===== src/rtl/sgdma_pkg.sv =====
package sgdma_pkg;

   typedef enum logic [2:0] {
      ST_IDLE,
      ST_CHECK,
      ST_FETCH,
      ST_READ,
      ST_WRITE,
      ST_DONE
   } sg_state_e;

   localparam logic [2:0] RA_SRC    = 3'd0;
   localparam logic [2:0] RA_DST    = 3'd1;
   localparam logic [2:0] RA_LINK   = 3'd2;
   localparam logic [2:0] RA_CTRL   = 3'd3;
   localparam logic [2:0] RA_CFG    = 3'd4;
   localparam logic [2:0] RA_IRQCLR = 3'd5;

   localparam int CTL_WID_LO = 12;
   localparam int CTL_SINC   = 14;
   localparam int CTL_DINC   = 15;
   localparam int CTL_IE     = 31;

   function automatic logic [2:0] elem_bytes(input logic [1:0] wid);
      case (wid)
         2'd0:    elem_bytes = 3'd1;
         2'd1:    elem_bytes = 3'd2;
         default: elem_bytes = 3'd4;
      endcase
   endfunction

   function automatic logic [1:0] bus_size(input logic [1:0] wid);
      bus_size = (wid == 2'd3) ? 2'd2 : wid;
   endfunction

endpackage


===== src/rtl/sgdma_regs.sv =====
module sgdma_regs
   import sgdma_pkg::*;
(
   input  logic       clk,
   input  logic       rst_n,
   input  logic       reg_we,
   input  logic [2:0] reg_addr,
   input  logic       wbit0,
   input  logic       wbit1,
   input  logic       busy,
   input  logic       chain_done,
   output logic       cfg_en,
   output logic       cfg_mask,
   output logic       start,
   output logic       irq_clr
);

   logic cfg_wr;

   assign cfg_wr  = reg_we && (reg_addr == RA_CFG);
   assign start   = cfg_wr && wbit0 && !cfg_en && !busy;
   assign irq_clr = reg_we && (reg_addr == RA_IRQCLR) && wbit0;

   always_ff @(posedge clk) begin
      if (!rst_n) begin
         cfg_en   <= 1'b0;
         cfg_mask <= 1'b0;
      end else begin
         if (cfg_wr) cfg_mask <= wbit1;
         if (chain_done) cfg_en <= 1'b0;
         else if (start) cfg_en <= 1'b1;
      end
   end

endmodule


===== src/rtl/sgdma_irq.sv =====
module sgdma_irq #(
   parameter bit SET_WINS = 1'b1
) (
   input  logic clk,
   input  logic rst_n,
   input  logic seg_done,
   input  logic seg_ie,
   input  logic cfg_mask,
   input  logic irq_clr,
   output logic irq_set,
   output logic irq
);

   assign irq_set = seg_done && seg_ie && cfg_mask;

   generate
      if (SET_WINS) begin : g_set_first
         always_ff @(posedge clk) begin
            if (!rst_n)       irq <= 1'b0;
            else if (irq_set) irq <= 1'b1;
            else if (irq_clr) irq <= 1'b0;
         end
      end else begin : g_clr_first
         always_ff @(posedge clk) begin
            if (!rst_n)       irq <= 1'b0;
            else if (irq_clr) irq <= 1'b0;
            else if (irq_set) irq <= 1'b1;
         end
      end
   endgenerate

endmodule


===== src/rtl/sgdma_engine.sv =====
module sgdma_engine
   import sgdma_pkg::*;
#(
   parameter int AW    = 32,
   parameter int DW    = 32,
   parameter int CNT_W = 12
) (
   input  logic          clk,
   input  logic          rst_n,
   input  logic          start,
   input  logic          desc_we,
   input  logic [1:0]    desc_sel,
   input  logic [DW-1:0] desc_wdata,
   output logic          mem_req,
   output logic          mem_we,
   output logic [AW-1:0] mem_addr,
   output logic [1:0]    mem_size,
   output logic [DW-1:0] mem_wdata,
   input  logic          mem_ack,
   input  logic [DW-1:0] mem_rdata,
   output logic          seg_done,
   output logic          seg_ie,
   output logic          chain_done,
   output logic          busy,
   output logic          fetching,
   output logic [AW-1:0] cur_src,
   output logic [AW-1:0] cur_dst,
   output logic [AW-1:0] cur_link,
   output logic [DW-1:0] cur_ctrl
);

   localparam int WORD_BYTES = DW / 8;

   sg_state_e         st;
   logic [CNT_W-1:0]  cnt;
   logic [AW-1:0]     fbase;
   logic [1:0]        fidx;
   logic [DW-1:0]     dlatch;
   logic [1:0]        wid;
   logic [2:0]        step;
   logic [AW-1:0]     src_step;
   logic [AW-1:0]     dst_step;
   logic              link_live;
   logic [DW-1:0]     rd_masked;
   logic              xfer;

   assign wid       = cur_ctrl[CTL_WID_LO+1:CTL_WID_LO];
   assign step      = elem_bytes(wid);
   assign src_step  = cur_ctrl[CTL_SINC] ? AW'(step) : '0;
   assign dst_step  = cur_ctrl[CTL_DINC] ? AW'(step) : '0;
   assign link_live = |cur_link[AW-1:2];
   assign xfer      = mem_req && mem_ack;

   assign busy       = (st != ST_IDLE);
   assign fetching   = (st == ST_FETCH);
   assign seg_done   = (st == ST_CHECK) && (cnt == '0);
   assign seg_ie     = cur_ctrl[CTL_IE];
   assign chain_done = (st == ST_DONE);

   always_comb begin
      case (bus_size(wid))
         2'd0:    rd_masked = {{(DW-8){1'b0}},  mem_rdata[7:0]};
         2'd1:    rd_masked = {{(DW-16){1'b0}}, mem_rdata[15:0]};
         default: rd_masked = mem_rdata;
      endcase
   end

   always_comb begin
      mem_req   = 1'b0;
      mem_we    = 1'b0;
      mem_addr  = '0;
      mem_size  = 2'd2;
      mem_wdata = '0;
      case (st)
         ST_FETCH: begin
            mem_req  = 1'b1;
            mem_addr = fbase + AW'({fidx, 2'b00});
         end
         ST_READ: begin
            mem_req  = 1'b1;
            mem_addr = cur_src;
            mem_size = bus_size(wid);
         end
         ST_WRITE: begin
            mem_req   = 1'b1;
            mem_we    = 1'b1;
            mem_addr  = cur_dst;
            mem_size  = bus_size(wid);
            mem_wdata = dlatch;
         end
         default: ;
      endcase
   end

   always_ff @(posedge clk) begin
      if (!rst_n) begin
         st       <= ST_IDLE;
         cnt      <= '0;
         fbase    <= '0;
         fidx     <= '0;
         dlatch   <= '0;
         cur_src  <= '0;
         cur_dst  <= '0;
         cur_link <= '0;
         cur_ctrl <= '0;
      end else begin
         unique case (st)
            ST_IDLE: begin
               if (desc_we) begin
                  case (desc_sel)
                     2'd0: cur_src  <= desc_wdata;
                     2'd1: cur_dst  <= desc_wdata;
                     2'd2: cur_link <= desc_wdata;
                     default: begin
                        cur_ctrl <= desc_wdata;
                        cnt      <= desc_wdata[CNT_W-1:0];
                     end
                  endcase
               end
               if (start) st <= ST_CHECK;
            end
            ST_CHECK: begin
               if (cnt != '0) begin
                  st <= ST_READ;
               end else if (link_live) begin
                  fbase <= {cur_link[AW-1:2], 2'b00};
                  fidx  <= 2'd0;
                  st    <= ST_FETCH;
               end else begin
                  st <= ST_DONE;
               end
            end
            ST_FETCH: begin
               if (xfer) begin
                  case (fidx)
                     2'd0: cur_src  <= mem_rdata;
                     2'd1: cur_dst  <= mem_rdata;
                     2'd2: cur_link <= mem_rdata;
                     default: begin
                        cur_ctrl <= mem_rdata;
                        cnt      <= mem_rdata[CNT_W-1:0];
                     end
                  endcase
                  fidx <= fidx + 2'd1;
                  if (fidx == 2'd3) st <= ST_CHECK;
               end
            end
            ST_READ: begin
               if (xfer) begin
                  dlatch <= rd_masked;
                  st     <= ST_WRITE;
               end
            end
            ST_WRITE: begin
               if (xfer) begin
                  cnt     <= cnt - 1'b1;
                  cur_src <= cur_src + src_step;
                  cur_dst <= cur_dst + dst_step;
                  st      <= ST_CHECK;
               end
            end
            ST_DONE: st <= ST_IDLE;
            default: st <= ST_IDLE;
         endcase
      end
   end

   generate
      if (WORD_BYTES != 4) begin : g_bad_word
         $error("sgdma_engine: descriptor words must be 32 bits");
      end
   endgenerate

endmodule


===== src/rtl/sg_dma_channel.sv =====
module sg_dma_channel
   import sgdma_pkg::*;
#(
   parameter int ADDR_W = 32,
   parameter int DATA_W = 32,
   parameter int CNT_W  = 12
) (
   input  logic              clk,
   input  logic              rst_n,
   input  logic              reg_we,
   input  logic [2:0]        reg_addr,
   input  logic [DATA_W-1:0] reg_wdata,
   output logic [DATA_W-1:0] reg_rdata,
   output logic              mem_req,
   output logic              mem_we,
   output logic [ADDR_W-1:0] mem_addr,
   output logic [1:0]        mem_size,
   output logic [DATA_W-1:0] mem_wdata,
   input  logic              mem_ack,
   input  logic [DATA_W-1:0] mem_rdata,
   output logic              tc_irq
);

   generate
      if (ADDR_W != 32 || DATA_W != 32) begin : g_bad_bus
         $error("sg_dma_channel: address and data buses must be 32 bits");
      end
      if (CNT_W < 1 || CNT_W > 12) begin : g_bad_cnt
         $error("sg_dma_channel: CNT_W must lie in 1..12");
      end
   endgenerate

   logic              cfg_en, cfg_mask, start, irq_clr, irq_set;
   logic              seg_done, seg_ie, chain_done, busy, fetching;
   logic              desc_we;
   logic [ADDR_W-1:0] cur_src, cur_dst, cur_link;
   logic [DATA_W-1:0] cur_ctrl;

   assign desc_we = reg_we && (reg_addr <= RA_CTRL) && !busy;

   sgdma_regs u_regs (
      .clk        (clk),
      .rst_n      (rst_n),
      .reg_we     (reg_we),
      .reg_addr   (reg_addr),
      .wbit0      (reg_wdata[0]),
      .wbit1      (reg_wdata[1]),
      .busy       (busy),
      .chain_done (chain_done),
      .cfg_en     (cfg_en),
      .cfg_mask   (cfg_mask),
      .start      (start),
      .irq_clr    (irq_clr)
   );

   sgdma_engine #(
      .AW    (ADDR_W),
      .DW    (DATA_W),
      .CNT_W (CNT_W)
   ) u_engine (
      .clk        (clk),
      .rst_n      (rst_n),
      .start      (start),
      .desc_we    (desc_we),
      .desc_sel   (reg_addr[1:0]),
      .desc_wdata (reg_wdata),
      .mem_req    (mem_req),
      .mem_we     (mem_we),
      .mem_addr   (mem_addr),
      .mem_size   (mem_size),
      .mem_wdata  (mem_wdata),
      .mem_ack    (mem_ack),
      .mem_rdata  (mem_rdata),
      .seg_done   (seg_done),
      .seg_ie     (seg_ie),
      .chain_done (chain_done),
      .busy       (busy),
      .fetching   (fetching),
      .cur_src    (cur_src),
      .cur_dst    (cur_dst),
      .cur_link   (cur_link),
      .cur_ctrl   (cur_ctrl)
   );

   sgdma_irq #(.SET_WINS(1'b1)) u_irq (
      .clk      (clk),
      .rst_n    (rst_n),
      .seg_done (seg_done),
      .seg_ie   (seg_ie),
      .cfg_mask (cfg_mask),
      .irq_clr  (irq_clr),
      .irq_set  (irq_set),
      .irq      (tc_irq)
   );

   always_comb begin
      case (reg_addr)
         RA_SRC:    reg_rdata = cur_src;
         RA_DST:    reg_rdata = cur_dst;
         RA_LINK:   reg_rdata = cur_link;
         RA_CTRL:   reg_rdata = cur_ctrl;
         RA_CFG:    reg_rdata = {{(DATA_W-2){1'b0}}, cfg_mask, cfg_en};
         RA_IRQCLR: reg_rdata = {{(DATA_W-1){1'b0}}, tc_irq};
         default:   reg_rdata = '0;
      endcase
   end

endmodule


===== config.mk =====
export PLATFORM = sky130hd
export DESIGN_NAME = sg_dma_channel
export DESIGN_NICKNAME = d
export VERILOG_FILES = /design/src/rtl/sgdma_pkg.sv /design/src/rtl/sgdma_regs.sv /design/src/rtl/sgdma_irq.sv /design/src/rtl/sgdma_engine.sv /design/src/rtl/sg_dma_channel.sv
export SDC_FILE = /design/constraint.sdc
export NUM_CORES = 1
export LEC_CHECK = 0
export BUFFER_PORTS_ARGS = -buffer_cell sky130_fd_sc_hd__buf_2
export CORE_ASPECT_RATIO = 0.5
export CORE_MARGIN = 4
export CORE_UTILIZATION = 25
export CTS_BUF_LIST = sky130_fd_sc_hd__clkbuf_4 sky130_fd_sc_hd__clkbuf_8
export DETAILED_ROUTE_END_ITERATION = 10
export GPL_TIMING_DRIVEN = 1
export PLACE_DENSITY = 0.41
export SLEW_MARGIN = 20
export SYNTH_ARGS = -nofsm -noshare
export SYNTH_HDL_FRONTEND = slang
export SYNTH_SLANG_ARGS = --single-unit

===== constraint.sdc =====
create_clock -name clk -period 3.9 [get_ports clk]
set_input_delay 0.39 -clock clk [delete_from_list [all_inputs] [get_ports clk]]
set_output_delay 0.39 -clock clk [all_outputs]
set_load 0.02 [all_outputs]

* Word-level counts from Yosys, hierarchy flattened
Index checks and enable logic that the tools add are counted.
Word-level totals: bits in registers 210, bits in latches 0, memory bits (writable) 0, memory bits (read-only) 0, input bits 71, output and inout port bits 101, word-level logic and storage cells 149, memories 0
Cells by class: add/subtract/negate cells 5, multipliers 0, div/mod/pow operators 0, order comparisons 1, equality and inequality tests 34, shifts and indexed selects 0, multiplexer cells 53, bitwise logic cells 2, reduce and logical (&&, ||, !) cells 42
Operators with widths (number):
- $mux W32 | 19
- $pmux W32 S3 | 3
- $pmux W32 S2 | 3
- $pmux W32 S6 | 1
- $add A32 B32 Y32 | 2
- $mux W12 | 5
- $pmux W12 S3 | 1
- $add A32 B4 Y32 | 1
- $reduce_or A30 Y1 | 1
- $mux W3 | 9
- $reduce_and A6 Y1 | 3
- $ne A2 B1 Y1 const B | 8
- $ne A2 B2 Y1 const B | 8
- $pmux W3 S5 | 1
- $reduce_and A5 Y1 | 3
- $eq A3 B2 Y1 const B | 4
- $eq A3 B3 Y1 const B | 4
- $logic_and A1 B1 Y1 | 12
- $logic_not A12 Y1 | 1
- $reduce_bool A12 Y1 | 1
- $sub A12 B1 Y12 const B | 1
- $mux W2 | 5
- $reduce_or A3 Y1 | 3
- $eq A2 B1 Y1 const B | 4
- other kinds (17) | 34

* Longest topological paths before layout
depth in word-level cells 7, mapped depth 12, depth with buffers taken out 10

* Hierarchy
From an unflattened synthesis, not the netlist that was laid out.
Unflattened totals: cell total of the unflattened synthesis 1611, area total of the unflattened synthesis 12963.7 µm²
By module, submodules not included:
- sgdma_engine | instances 1, cells an instance 1508, area an instance 11750.0 µm², sequential area each 4144.0 µm²
- sg_dma_channel | instances 1, cells an instance 86, area an instance 1053.5 µm², sequential area each 0.0 µm²
- sgdma_regs | instances 1, cells an instance 13, area an instance 115.1 µm², sequential area each 40.0 µm²
- sgdma_irq | instances 1, cells an instance 4, area an instance 45.0 µm², sequential area each 20.0 µm²

* Worst setup path after synthesis
Ideal clock, no wire load.
kind reg2reg, start reg u_engine.cur_ctrl[12], end reg u_engine.cur_dst[28], library setup time 120 ps, arrival 2726 ps, required time 3780 ps, slack 1054 ps, cell stages (with the launch flop) 12, path buffers 1, period minus slack after synthesis 2846 ps, cell sequence dfxtp_1 > or2_2 > clkbuf_1 > nor2_1 > ha_1 > inv_1 > fa_1 > nand2b_1 > a21oi_1 > nand3_1 > o211a_1 > o31a_1
On the way: longest elaborated chain between the ends 6, elaborated cells on any way between the ends 7, classes of those cells add/sub (1); eq/ne (1); mux (4); reduce/logical (1)
Ends and longest elaborated chain:
- from (decl) | RTL line sgdma_engine.sv:29 | output logic [DW-1:0] cur_ctrl
- from (signal assigned) | RTL line sgdma_engine.sv:115 | cur_ctrl <= desc_wdata;
- from (signal assigned) | RTL line sgdma_engine.sv:140 | cur_ctrl <= mem_rdata;
- $eq A2 B1 Y1 or $logic_not A2 Y1 (tied branches) | RTL line sgdma_pkg.sv:25 | case (wid)
- $pmux W3 S2 * | RTL line sgdma_pkg.sv:25
- $mux W3 * | RTL line sgdma_engine.sv:50 | assign dst_step = cur_ctrl[CTL_DINC] ? AW'(step) : '0;
- $add A32 B32 Y32 * | RTL line sgdma_engine.sv:158 | cur_dst <= cur_dst + dst_step;
- $mux W32 * | RTL line sgdma_engine.sv:155 | if (xfer) begin
- $pmux W32 S3 * | RTL line sgdma_engine.sv:107 | unique case (st)
- to (signal assigned) | RTL line sgdma_engine.sv:112 | 2'd1: cur_dst <= desc_wdata;
- to (signal assigned) | RTL line sgdma_engine.sv:137 | 2'd1: cur_dst <= mem_rdata;
- to (signal assigned) | RTL line sgdma_engine.sv:158
- to (decl) | RTL line sgdma_engine.sv:27 | output logic [AW-1:0] cur_dst,
Every way passes the cells marked *; elsewhere a longest branch is shown, timed or not. The select of a mux whose other input is x is not followed. A chain may end at the register's enable or synchronous reset.

* Final worst setup path
start reg u_engine.fidx[0], end out mem_addr[22]
On the way: longest elaborated chain between the ends 2
Ends and longest elaborated chain:
- from (decl) | RTL line sgdma_engine.sv:37 | logic [1:0] fidx;
- from (signal assigned) | RTL line sgdma_engine.sv:144 | fidx <= fidx + 2'd1;
- $add A32 B4 Y32 | RTL line sgdma_engine.sv:77 | mem_addr = fbase + AW'({fidx, 2'b00});
- $pmux W32 S3 | RTL line sgdma_engine.sv:74 | case (st)
- to (decl) | RTL line sg_dma_channel.sv:16 | output logic [ADDR_W-1:0] mem_addr,
No other way between the ends.

==> reports/qor.yml <==
synth:
  synth_edf_count: 0
  synth_cell_type_count: 85
  syn_nets: 1701
  async_reset_ff_share_pct: 0
  syn_avg_cell_area_um2: 7.79
  syn-instance-count: 1612
  synth-warning-count: 0
  synth_seq_area_share_pct: 33.5
  synthFlopType: "dfxtp_1"
  synthesis.area_um2: 12600
  ys_seq_elements: 210
sta:
  final.setup.tns_ns: 0
  finalCritPeriodShare_pct: 91.9
  maxSlewHeadroom_pct: 29.6
  tightest_slew_ns: 1.04
  max_clock_freq_ghz: 0.279
  min_period_ns: 3.59
  slew_violations: 0
  finalSetupViolCount: 0
  finalHoldViolCount: 0
  rsz0062_at_grt: "no"
  skew_ns: 0.0294
cts:
  cts_tree: "built"
  htree_num_levels: 2
  cts_setup_buffers: 0
  clock_sinks: 210
  root_buffer: "clkbuf_8"
  cts_buffer_depth: 3
  numCtsBuffers: 40
  clkLatencyLatePin_ns: 0.58
  clk_pin_slew_worst_paths_ns: 0.06
worst_setup_path:
  cp-start-kind: "flip-flop"
  cpMaxStageDelayCell: "dfxtp_1"
  slowest_delay_ns: 0.45
  arrival_ns: 3.20
  crit_chain: "ha_1 > inv_1 > fa_1 > and4b_1 > buf_4 > and2_1 > nand3_1 > xor2_1 > o21ai_0 > buf_2"
  r2r_start: "u_engine.cur_ctrl[12]"
  required_ns: 3.51
  startpoint: "u_engine.fidx[0]"
  end_kind: "output port"
  cp_max_fo: 6
  critPathKind: "reg2out"
  worstRegToRegCells: 11
  reg2reg_slack_ns: 0.74
  rr_endpoint: "u_engine.cur_dst[12]"
  crit_path_end: "mem_addr[22]"
detailed_routing:
  first_pass_iters: 5
  wl_per_cell_um: 23.9
  vias: 13200
  drt_iter0_drc: 1379
  drc_errors: 0
  via_per_inst: 5.42
  wl_um: 58300
  drtAntennaViolNets: 0
cells_and_area:
  nNetsFinal: 1854
  num_antenna_cells: 0
  fillers: 5327
  synthToLayoutAreaGrowth_pct: 20.6
  drive_gt1_share_pct: 20.5
power:
  power_mw: 5.20
  power.leakage_nw: 6.01
  p_switching_mw: 1.53
  swShare_pct: 29.5
  powerDensity_nw_per_um2: 344
  pwr-share-seq_pct: 43.8
  vdd_drop_max_v: 0.000167
  intPower_mw: 3.67
  combPwrFrac_pct: 10.3
  clkPwrFrac_pct: 45.9
die:
  die-area_um2: 54100
  num_io_pins: 172
  dieHeight_um: 166
  core_um2: 49100
  rows: 57
  die_w_um: 325
  initial_core_util_pct: 25.6
place:
  place_hpwl_um: 41900
  portBuffers: 171
  place_congestion: 0.839
worst_hold_path:
  whs_path_depth: 3
  hold_path_class: "in2reg"
  hold_start: "mem_rdata[5]"
global_route:
  grt_antenna_before_repair: 1
  grt_first_pass_wirelength_um: 86000
  grt_pass1_vias: 12500
  grt_usage_pct: 20.7
  gr-total-overflow: 0
  grt_max_degree: 95
job:
  drv_cap: 0
run_status:
  status: "finished clean"
sequential cells by signal, indices dropped and copies added, names as in the netlist, 3 cells and up:
name and cells:
u_engine.st 3, u_engine.cur_dst 32, u_engine.dlatch 32, u_engine.cur_ctrl 32, u_engine.cnt 12, u_engine.fbase 30, u_engine.cur_link 32, u_engine.cur_src 32
synth_stat cells, types with 15 or more instances:
master	n	share of area, %
dfxtp_1	210	33
nand2_1	174	5.2
nor2_1	163	4.9
a21oi_1	123	4.9
clkbuf_1	86	2.6
o21ai_0	86	3.4
a22oi_1	81	4.8
nand3_1	71	2.8
mux2i_1	69	5.5
a211oi_1	67	4.0
and2_1	46	2.3
nor3_1	44	1.8
nand4_1	28	1.4
inv_1	27	0.81
and3_1	22	1.1
buf_2	22	0.88
a31oi_1	21	1.0
xnor2_1	21	1.5
nor4_1	17	0.85
ha_1	15	1.5
kinds of logic (layout without fill, tap and decap cells):
family	count (synthesis)	count (layout)	synth area share, %
and+or+nand+nor	630	630	24.6
AOI/OAI and AO/OA	485	485	25.8
DFF	210	210	33.5
buffers and inverters	161	344	5.60
muxes	80	80	6.58
xor gates and xnor gates	28	28	1.95
adders and majority gates	18	18	1.97
worst max-delay path: cells and delay by family (launching register included):
kind,cells,cell delay [ns]
and+or+nand+nor,3,0.78
adders and majority gates,2,0.65
DFF,1,0.45
buffers and inverters,3,0.44
AOI/OAI and AO/OA,1,0.16
xor gates and xnor gates,1,0.15
per-layer routing:
layer	track usage, %	share of wire, %	up-vias
met5	0	0	-
met4	4.28	1.7	0
met3	5.06	8.5	71
met2	29.1	40	528
met1	31.6	50	6388
li1	-	-	6256
layout by cell type (no fill, tap or decap), drive strengths merged, types with 13 or more instances in the layout:
| master | count |
|---|---|
| a211oi | 68 |
| a21oi | 123 |
| a22oi | 81 |
| a31oi | 21 |
| and2 | 46 |
| and3 | 22 |
| buf | 243 |
| clkbuf | 63 |
| dfxtp | 210 |
| ha | 15 |
| inv | 29 |
| mux2i | 69 |
| nand2 | 176 |
| nand3 | 71 |
| nand4 | 29 |
| nor2 | 164 |
| nor3 | 45 |
| nor4 | 22 |
| o211ai | 13 |
| o21ai | 89 |
| xnor2 | 21 |
through the flow:
stage          instance area (um^2)  hold slack [ns]  util (%)  instances  setup WS [ns]
2_1_floorplan                 12600            0.427         -       1612           1.05
3_3_place_gp                  14300            0.436      29.1       2372          0.810
3_5_place_dp                  14300            0.443      29.1       2372          0.802
4_1_cts                       15100           0.0317      30.9       2444          0.181
5_1_grt                       15100           0.0447      30.9       2444          0.114
6_report                      15100           0.0738      30.9       2444          0.314
final cells by class:
class                           count  area, um^2  area share [%]
Timing Repair Buffer              243        1480            9.80
Tap cell                          649         812            5.36
Clock inverter                      9        50.0           0.330
Inverter                           29         116           0.768
Sequential cell                   210        4200            27.8
Multi-Input combinational cell   1241        7690            50.8
Clock buffer                       63         792            5.23
worst min path at each step:
stage	endpoint	slack, ns
3_5_place_dp	u_engine.dlatch[18]	0.44
3_3_place_gp	u_engine.dlatch[15]	0.44
5_1_grt	u_engine.dlatch[3]	0.04
4_1_cts	u_engine.dlatch[3]	0.03
6_report	u_engine.dlatch[5]	0.07
2_1_floorplan	u_engine.dlatch[10]	0.43
power by group through the flow:
| stage | Combinational (mW) | Sequential (mW) | Clock [mW] |
|---|---|---|---|
| global placement | 0.530 | 2.32 | 0 |
| detailed placement | 0.528 | 2.32 | 0 |
| floorplan | 0.297 | 2.29 | 0 |
| finish | 0.536 | 2.28 | 2.39 |
| CTS | 0.530 | 2.27 | 2.47 |
| global route | 0.576 | 2.28 | 2.57 |
repair_timing:
item	in CTS	in global routing
setup endpoints to repair	0	1
hold buffers	0	0
gates resized for setup	0	1
(Power assumes the default switching activity.)
